[src/rtl/defer_pkg.sv]
package defer_pkg;

  typedef enum logic [1:0] {
    ST_READY = 2'd0,
    ST_BUSY  = 2'd1,
    ST_GAP   = 2'd2,
    ST_SEND  = 2'd3
  } defer_state_t;

  // Number of system clocks covered by a span of bit times.
  function automatic int span_clocks(int clks_per_bit, int bits);
    return clks_per_bit * bits;
  endfunction

endpackage

[src/rtl/bit_tick_gen.sv]
module bit_tick_gen #(
  parameter int CLKS_PER_BIT = 10
) (
  input  logic clk,
  input  logic rst_n,
  input  logic run,
  output logic tick
);
  localparam int W = (CLKS_PER_BIT > 1) ? $clog2(CLKS_PER_BIT) : 1;

  logic [W-1:0] pre_q;

  assign tick = run && (pre_q == W'(CLKS_PER_BIT - 1));

  always_ff @(posedge clk) begin
    if (!rst_n || !run) pre_q <= '0;
    else if (tick)      pre_q <= '0;
    else                pre_q <= pre_q + 1'b1;
  end
endmodule

[src/rtl/gap_counter.sv]
module gap_counter #(
  parameter int GAP_BITS    = 96,
  parameter int WINDOW_BITS = 64
) (
  input  logic clk,
  input  logic rst_n,
  input  logic run,
  input  logic tick,
  output logic in_window,
  output logic expire_now
);
  localparam int BW = $clog2(GAP_BITS + 1);

  logic [BW-1:0] bits_q;

  assign in_window  = bits_q < BW'(WINDOW_BITS);
  assign expire_now = tick && (bits_q == BW'(GAP_BITS - 1));

  always_ff @(posedge clk) begin
    if (!rst_n || !run) bits_q <= '0;
    else if (tick)      bits_q <= bits_q + 1'b1;
  end
endmodule

[src/rtl/defer_fsm.sv]
module defer_fsm
  import defer_pkg::*;
(
  input  logic clk,
  input  logic rst_n,
  input  logic carrier,
  input  logic simple_mode,
  input  logic pending,
  input  logic backoff,
  input  logic tx_done,
  input  logic in_window,
  input  logic expire_now,
  output logic tx_start,
  output logic deferring,
  output logic in_gap,
  output logic gap_start,
  output logic gap_restart,
  output logic gap_expire
);
  defer_state_t st_q, st_d;

  assign in_gap      = (st_q == ST_GAP);
  assign gap_start   = (st_q == ST_BUSY) && !carrier;
  assign gap_restart = in_gap && carrier && (simple_mode || in_window);
  assign gap_expire  = in_gap && !gap_restart && expire_now;
  assign tx_start    = (st_q == ST_READY) && !carrier && pending && !backoff;
  assign deferring   = (st_q == ST_BUSY) || (st_q == ST_GAP);

  always_comb begin
    st_d = st_q;
    unique case (st_q)
      ST_READY: if (carrier) st_d = ST_BUSY;
                else if (tx_start) st_d = ST_SEND;
      ST_BUSY:  if (gap_start) st_d = ST_GAP;
      ST_GAP:   if (gap_restart) st_d = ST_BUSY;
                else if (gap_expire) st_d = ST_READY;
      ST_SEND:  if (tx_done) st_d = ST_BUSY;
      default:  st_d = ST_READY;
    endcase
  end

  always_ff @(posedge clk) begin
    if (!rst_n) st_q <= ST_READY;
    else        st_q <= st_d;
  end
endmodule

[src/rtl/tx_defer_timer.sv]
module tx_defer_timer #(
  parameter int CLKS_PER_BIT = 10,
  parameter int GAP_BITS     = 96,
  parameter int WINDOW_BITS  = 64
) (
  input  logic clk,
  input  logic rst_n,
  input  logic carrier_i,
  input  logic simple_mode_i,
  input  logic tx_pending_i,
  input  logic backoff_i,
  input  logic tx_done_i,
  output logic tx_start_o,
  output logic deferring_o
);
  logic tick, in_window, expire_now;
  logic in_gap, gap_start, gap_restart, gap_expire;

  bit_tick_gen #(.CLKS_PER_BIT(CLKS_PER_BIT)) u_tick (
    .clk(clk), .rst_n(rst_n), .run(in_gap), .tick(tick)
  );

  gap_counter #(.GAP_BITS(GAP_BITS), .WINDOW_BITS(WINDOW_BITS)) u_gap (
    .clk(clk), .rst_n(rst_n), .run(in_gap), .tick(tick),
    .in_window(in_window), .expire_now(expire_now)
  );

  defer_fsm u_fsm (
    .clk(clk), .rst_n(rst_n), .carrier(carrier_i), .simple_mode(simple_mode_i),
    .pending(tx_pending_i), .backoff(backoff_i), .tx_done(tx_done_i),
    .in_window(in_window), .expire_now(expire_now),
    .tx_start(tx_start_o), .deferring(deferring_o), .in_gap(in_gap),
    .gap_start(gap_start), .gap_restart(gap_restart), .gap_expire(gap_expire)
  );
endmodule

[config.mk]
export PLATFORM = sky130hd
export DESIGN_NAME = tx_defer_timer
export DESIGN_NICKNAME = d
export VERILOG_FILES = /design/src/rtl/defer_pkg.sv /design/src/rtl/bit_tick_gen.sv /design/src/rtl/gap_counter.sv /design/src/rtl/defer_fsm.sv /design/src/rtl/tx_defer_timer.sv
export SDC_FILE = /design/constraint.sdc
export NUM_CORES = 1
export LEC_CHECK = 0
export BUFFER_PORTS_ARGS = -buffer_cell sky130_fd_sc_hd__buf_2
export CAP_MARGIN = 20
export CORE_MARGIN = 5
export CORE_UTILIZATION = 25
export DETAILED_ROUTE_END_ITERATION = 7
export PLACE_DENSITY = 0.5
export REMOVE_ABC_BUFFERS = 1
export SLEW_MARGIN = 25
export SYNTH_ARGS = -nofsm -noshare
export SYNTH_HDL_FRONTEND = slang
export SYNTH_SLANG_ARGS = --single-unit
export TNS_END_PERCENT = 10
[constraint.sdc]
create_clock -name clk -period 4.5 [get_ports clk]
set_input_delay 0.225 -clock clk [delete_from_list [all_inputs] [get_ports clk]]
set_output_delay 0.225 -clock clk [all_outputs]
set_load 0.02 [all_outputs]
==> impl_metrics.ini, run 1 <==
[status]
status = finished clean

[setup_path]
end_kind = flip-flop
r2r-end = u_fsm.st_q[0]
crit_required_ns = 4.67
slowest_delay_ns = 0.43
slowest_stage = and4b_1
timing.rr.start = u_fsm.st_q[0]
critPathLaunchType = flip-flop
crit_start = u_fsm.st_q[0]
cp_cell_sequence = inv_1, ha_1, and4b_1, nand4b_1, nor3_1, and4b_1
crit_fanout = 9
cp.arrival_ns = 2.02
crit_top_cell = and4b_1
r2r_cells = 6
critPathKind = flip-flop to flip-flop
rrSetupSlack_ns = 2.64

[cts]
clock-root-buffer = clkbuf_4
postCtsHoldBufs = 0
cts.repair.resized = 0
clockBufferDepth = 2
clock_latency_ns = 0.27
cts_sinks = 13
cts_tree = yes
cts-buffers-inserted = 3
path_clk_slew_ns = 0.08
post_cts_buffers = 0
cts_max_level = 1

[pwr]
power_density_mw_per_mm2 = 387
p_leak_uw = 0.000338
vdd_drop_max_v = 0.000270

[global_routing]
antenna_found_initial = 0
grt_pass1_vias = 537
grt_use_total = 0.0668
grt_max_degree = 10
grt_pass1_wl_um = 2260
grt_overflow = 0

[detailed_routing]
drt-pass1-iter-count = 3
via_per_inst = 4.57
ant_nets = 0
drt-initial-drc-count = 13
drc = 0
wl_per_cell_um = 10.7
drt-total-wl_um = 1310
vias = 557

[sta]
rsz0062_at_grt = no
setup_viol = 0
layout_min_cycle_time_ns = 1.86
drv_slew = 0
maxSlewHeadroom = 0.701
hold_violations = 0
clock.fmax_ghz = 0.539
period_share = 0.412
tns_ns = 0
fin_skew_ns = 0.00250
worstMarginPinSlew_ns = 0.448

[floorplanning]
placementRows = 19
coreArea_mm2 = 0.00278
io-pin-count = 9
die-area_mm2 = 0.00411
die_h_um = 64.1
start_util = 0.263
die_w_um = 64.1

[layout]
syn_to_final_growth_pct = 12.8
antennaDiodeCount = 0
fin_cells = 122
layout.nets = 107
drive_gt1_frac = 0.132

[hold_path]
holdPathEnd = u_fsm.st_q[1]
holdPathStages = 2
hp-start = rst_n
min_path_type = input port to flip-flop

[synthesis]
avgSynthCellArea_um2 = 9.15
ys_top_cells_by_area = dfxtp_1, ha_1, xor2_1
synthCells = 80
yosys_warnings = 0
synth_top_cell_by_area = dfxtp_1
synth_area_um2 = 732
yosysSeqAreaShare = 0.356
ys_ff_latch = 13
ys_types = 25
yosysTopAreaCellShare = 0.356

[placed_design]
portBuffers = 8
dp_cells = 118
gp_congestion = 0.711
dp_hpwl_um = 1040

[run]
maxCapViolCount = 0
[cells in the mapped netlist]
cell type  instances
a21oi_1            3
nand2_1            5
nand2b_1           2
and4_1             1
a21boi_0           1
buf_6              1
nand3_1            4
o211a_1            1
and4b_1            2
ha_1               8
nor2b_1            2
and3_1             1
inv_1              4
nand4_1            3
mux2i_1            1
nor3b_1            1
a211o_1            2
nor3_1             2
nand4b_1           2
nor2_1            11
nand4_2            1
dfxtp_1           13
o221ai_1           1
xor2_1             6
xnor2_1            2
[worst max path at each step]
stage	endpoint	slack, ns	cells past startpoint
after floorplan	u_fsm.st_q[1]	2.85	6
after global placement	u_fsm.st_q[0]	2.74	6
after detailed placement	u_fsm.st_q[0]	2.64	6
after CTS	u_fsm.st_q[0]	2.62	6
after global routing	u_fsm.st_q[0]	2.43	6
final	u_fsm.st_q[0]	2.64	6
[sequential cells by signal, indices dropped and copies added (netlist names)]
name and count:
u_fsm.st_q 2, u_gap.bits_q 7, u_tick.pre_q 4
[worst max-delay path, delay by kind of cell (launching register included)]
| family | cells | cell delay [ns] |
|---|---|---|
| fa+ha+maj | 1 | 0.27 |
| buf+inv | 1 | 0.14 |
| flops | 1 | 0.33 |
| simple gates | 4 | 1.02 |
[metrics by stage]
| step | hold slack, ns | setup WS [ns] | power, uW | instance area (um2) | util |
|---|---|---|---|---|---|
| final | 0.230 | 2.64 | 319 | 826 | 0.297 |
| after detailed placement | 0.462 | 2.64 | 254 | 800 | 0.287 |
| after floorplan | 0.358 | 2.85 | 227 | 721 | - |
| after global placement | 0.447 | 2.74 | 252 | 800 | 0.287 |
| after global routing | 0.229 | 2.43 | 349 | 826 | 0.297 |
| after CTS | 0.219 | 2.62 | 326 | 826 | 0.297 |
[final cells by class]
type                       instances  area [um2]
clock buffer                       4        26.3
sequential                        13         260
multi-input combinational         62         445
fill                             293        1960
timing repair buffer               8        40.0
inverter                           4        15.0
tap                               31        38.8
[cells in the final DEF, fill, tap and decap left out, types with 3 or more instances in the layout]
cell type | netlist | layout
a21oi_1 | 3 | 3
nand4_1 | 3 | 3
nor2_1 | 11 | 11
inv_1 | 4 | 4
buf_2 | 0 | 8
nand3_1 | 4 | 4
nand2_1 | 5 | 5
dfxtp_1 | 13 | 13
clkbuf_4 | 0 | 3
ha_1 | 8 | 8
xor2_1 | 6 | 6
[layer usage]
| layer | part of all wire | routed length [um] | global-route usage | vias to the layer above |
|---|---|---|---|---|
| li1 | - | - | - | 299 |
| met1 | 0.52 | 687 | 0.0888 | 245 |
| met2 | 0.40 | 528 | 0.101 | 13 |
| met3 | 0.071 | 93 | 0.0280 | 0 |
| met4 | 0 | 0 | 0.0153 | 0 |
| met5 | 0 | 0 | 0 | - |
[logic make-up after synthesis]
kind of cell | synth area share
compound gates | 0.0803
xor+xnor | 0.0957
fa+ha+maj | 0.137
buf+inv | 0.0359
flops | 0.356
mux | 0.0137
simple gates | 0.282
[where the power goes]
group / switching, uW / internal (uW)
registers: 10.0 / 125
clock network: 35.1 / 34.3
logic: 66.2 / 48.6
total: 111 / 208
Note: power is estimated with default switching activity, not from simulation.
==> inputs of run 2 (changes only) <==
--- a/config.mk
+++ b/config.mk
@@ -5,12 +5,13 @@
 export SDC_FILE = /design/constraint.sdc
 export NUM_CORES = 1
 export LEC_CHECK = 0
+export ABC_AREA = 1
 export BUFFER_PORTS_ARGS = -buffer_cell sky130_fd_sc_hd__buf_2
 export CAP_MARGIN = 20
 export CORE_MARGIN = 5
 export CORE_UTILIZATION = 25
 export DETAILED_ROUTE_END_ITERATION = 7
-export PLACE_DENSITY = 0.5
+export PLACE_DENSITY = 0.51
 export REMOVE_ABC_BUFFERS = 1
 export SLEW_MARGIN = 25
 export SYNTH_ARGS = -nofsm -noshare
==> constraint.sdc (replaced) <==
create_clock -name clk -period 1.5 [get_ports clk]
set_input_delay 0.075 -clock clk [delete_from_list [all_inputs] [get_ports clk]]
set_output_delay 0.075 -clock clk [all_outputs]
set_load 0.02 [all_outputs]
==> impl_metrics.ini, run 2 <==
[status]
status = finished clean

[cts]
cts_max_level = 1
path_clk_slew_ns = 0.08
postCtsHoldBufs = 0
clock_latency_ns = 0.28
cts.repair.resized = 0
clockBufferDepth = 2
cts_tree = yes
cts-buffers-inserted = 3
clock-root-buffer = clkbuf_4
post_cts_buffers = 0
cts_sinks = 13

[setup_path]
cp_cell_sequence = inv_1, ha_1, nand2_1, o21ai_0, nor2_2, nand3_1, nand2_1, nor2_1
slowest_delay_ns = 0.41
critPathLaunchType = flip-flop
critical-path-top-delay-family = simple AND/OR/NAND/NOR gates
slowest_stage = dfxtp_1
critPathKind = flip-flop to flip-flop
crit_top_cell = nand2_1
crit_required_ns = 1.68
end_kind = flip-flop
path_buf_inv = 1
crit_fanout = 4
cp.arrival_ns = 1.52

[sta]
worstMarginPinSlew_ns = 0.266
maxSlewHeadroom = 0.822
hold_violations = 0
rsz0062_at_grt = no
tns_ns = 0
fin_skew_ns = 0.00739
period_share = 0.895
layout_min_cycle_time_ns = 1.34
setup_viol = 0
drv_slew = 0
clock.fmax_ghz = 0.745

[detailed_routing]
drt-initial-drc-count = 37
drt-pass1-iter-count = 4
dr_wl_met3_um = 92
wl_met1_um = 672
vias = 654
via_per_inst = 4.06
wl_met2_um = 562
drt-total-wl_um = 1350
wl_per_cell_um = 8.41
ant_nets = 0
top_layer = met4
drc = 0

[global_routing]
antenna_found_initial = 0
grt_pass1_vias = 581
grt_pass1_wl_um = 2320
grt_use_total = 0.0709
grt_overflow = 0
grt_max_degree = 9

[synthesis]
yosysMostFrequentCell = nand2_1
synth_edf_count = 0
synth_area_um2 = 779
ys_ff_latch = 13
synth_top_family_by_area = simple AND/OR/NAND/NOR gates
ys_types = 24
synth-compound-area-share = 0.119
yosys_warnings = 0
synthAdderAreaFrac = 0.128
ys_top_cells_by_area = dfxtp_1, ha_1, nand2_1
synth.top_cells.by_count = nand2_1, nor2_1, inv_1
synth_top_cell_by_area = dfxtp_1
synthArstFlopShare = 0
yosys.area_share.simple = 0.326
synth-xor-area-share = 0.0112
synthMuxAreaShare = 0
yosysSeqAreaShare = 0.334
avgSynthCellArea_um2 = 7.42
synthCells = 105
synthFlopType = dfxtp_1
yosysTopAreaCellShare = 0.334

[pwr]
p_seq_frac = 0.403
intPower_uw = 635
power_density_mw_per_mm2 = 1140
vdd_drop_max_v = 0.000232
clkPwrFrac = 0.212
p_leak_uw = 0.000392
p_comb_frac = 0.386
swShare = 0.386
p_switching_uw = 399

[floorplanning]
start_util = 0.257
io-pin-count = 9
die_w_um = 65.8
placementRows = 20
die_h_um = 65.8
die-area_mm2 = 0.00433
coreArea_mm2 = 0.00303

[placed_design]
placed_area_um2 = 875
dp_hpwl_um = 1070
gp_congestion = 0.794
portBuffers = 8

[layout]
largest_reg_flops = 7
layout.nets = 133
syn_to_final_growth_pct = 15.9
layout_commonest_cell = nand2_1
reg_top3 = u_gap.bits_q x7, u_tick.pre_q x4, u_fsm.st_q x2
fill_cells = 328
layout_common_cells = nand2_1, nor2_1, inv_1, dfxtp_1, buf_2
antennaDiodeCount = 0
fin_area_um2 = 903
regMostFlops = u_gap.bits_q
drive_gt1_frac = 0.222

[hold_path]
min_path_type = input port to flip-flop

[run]
maxCapViolCount = 0
-- run 2: tightest hold or removal path, cell delays in order --
cell and delay (ns):
buf_2 0.12, nand2_1 0.06, nor2_1 0.03
-- run 2: kinds of logic (layout without fill, tap and decap cells) --
kind of cell,after synthesis,count (layout)
and+or+nand+nor,50,50
DFF,13,13
adders and majority gates,8,8
AOI/OAI and AO/OA,16,16
xor gates and xnor gates,1,1
buffers and inverters,17,29
-- run 2: cell type report --
| class | instances | area (um2) | area share |
|---|---|---|---|
| multi-input combinational | 75 | 458 | 0.507 |
| sequential | 13 | 260 | 0.288 |
| inverter | 17 | 63.8 | 0.0706 |
| tap | 44 | 55.1 | 0.0609 |
| timing repair buffer | 8 | 40.0 | 0.0443 |
| clock buffer | 4 | 26.3 | 0.0291 |
-- run 2: stage by stage --
stage	worst slack, ns	hold WS, ns	total power (uW)	util	cells
global placement	0.118	0.334	824	0.289	157
floorplan	0.205	0.196	733	-	105
detailed placement	0.0844	0.338	818	0.289	157
CTS	0.0659	0.0273	1050	0.298	161
global route	0.0154	0.0474	1150	0.298	161
finish	0.158	0.0424	1030	0.298	161
-- run 2: path summary, 6_finish.rpt --
kind	startpoint	end	slack (ns)	cells past startpoint
max	u_fsm.st_q[1]	u_fsm.st_q[1]	0.16	8
min	rst_n	u_fsm.st_q[1]	0.04	3
max reg2reg	u_fsm.st_q[1]	u_fsm.st_q[1]	0.16	8
min reg2reg	u_tick.pre_q[0]	u_tick.pre_q[0]	0.47	1
-- run 2: power by group through the flow --
stage          combinational [uW]  sequential, uW  clock (uW)
2_1_floorplan                 320             413           0
5_1_grt                       485             422         241
3_5_place_dp                  394             424           0
3_3_place_gp                  403             421           0
4_1_cts                       396             416         236
6_report                      399             416         219
-- run 2: per-layer routing --
| layer | global-route usage | up-vias |
|---|---|---|
| li1 | - | 358 |
| met3 | 0.0340 | 2 |
| met1 | 0.0801 | 280 |
| met2 | 0.105 | 14 |
| met5 | 0 | - |
| met4 | 0.0466 | 0 |
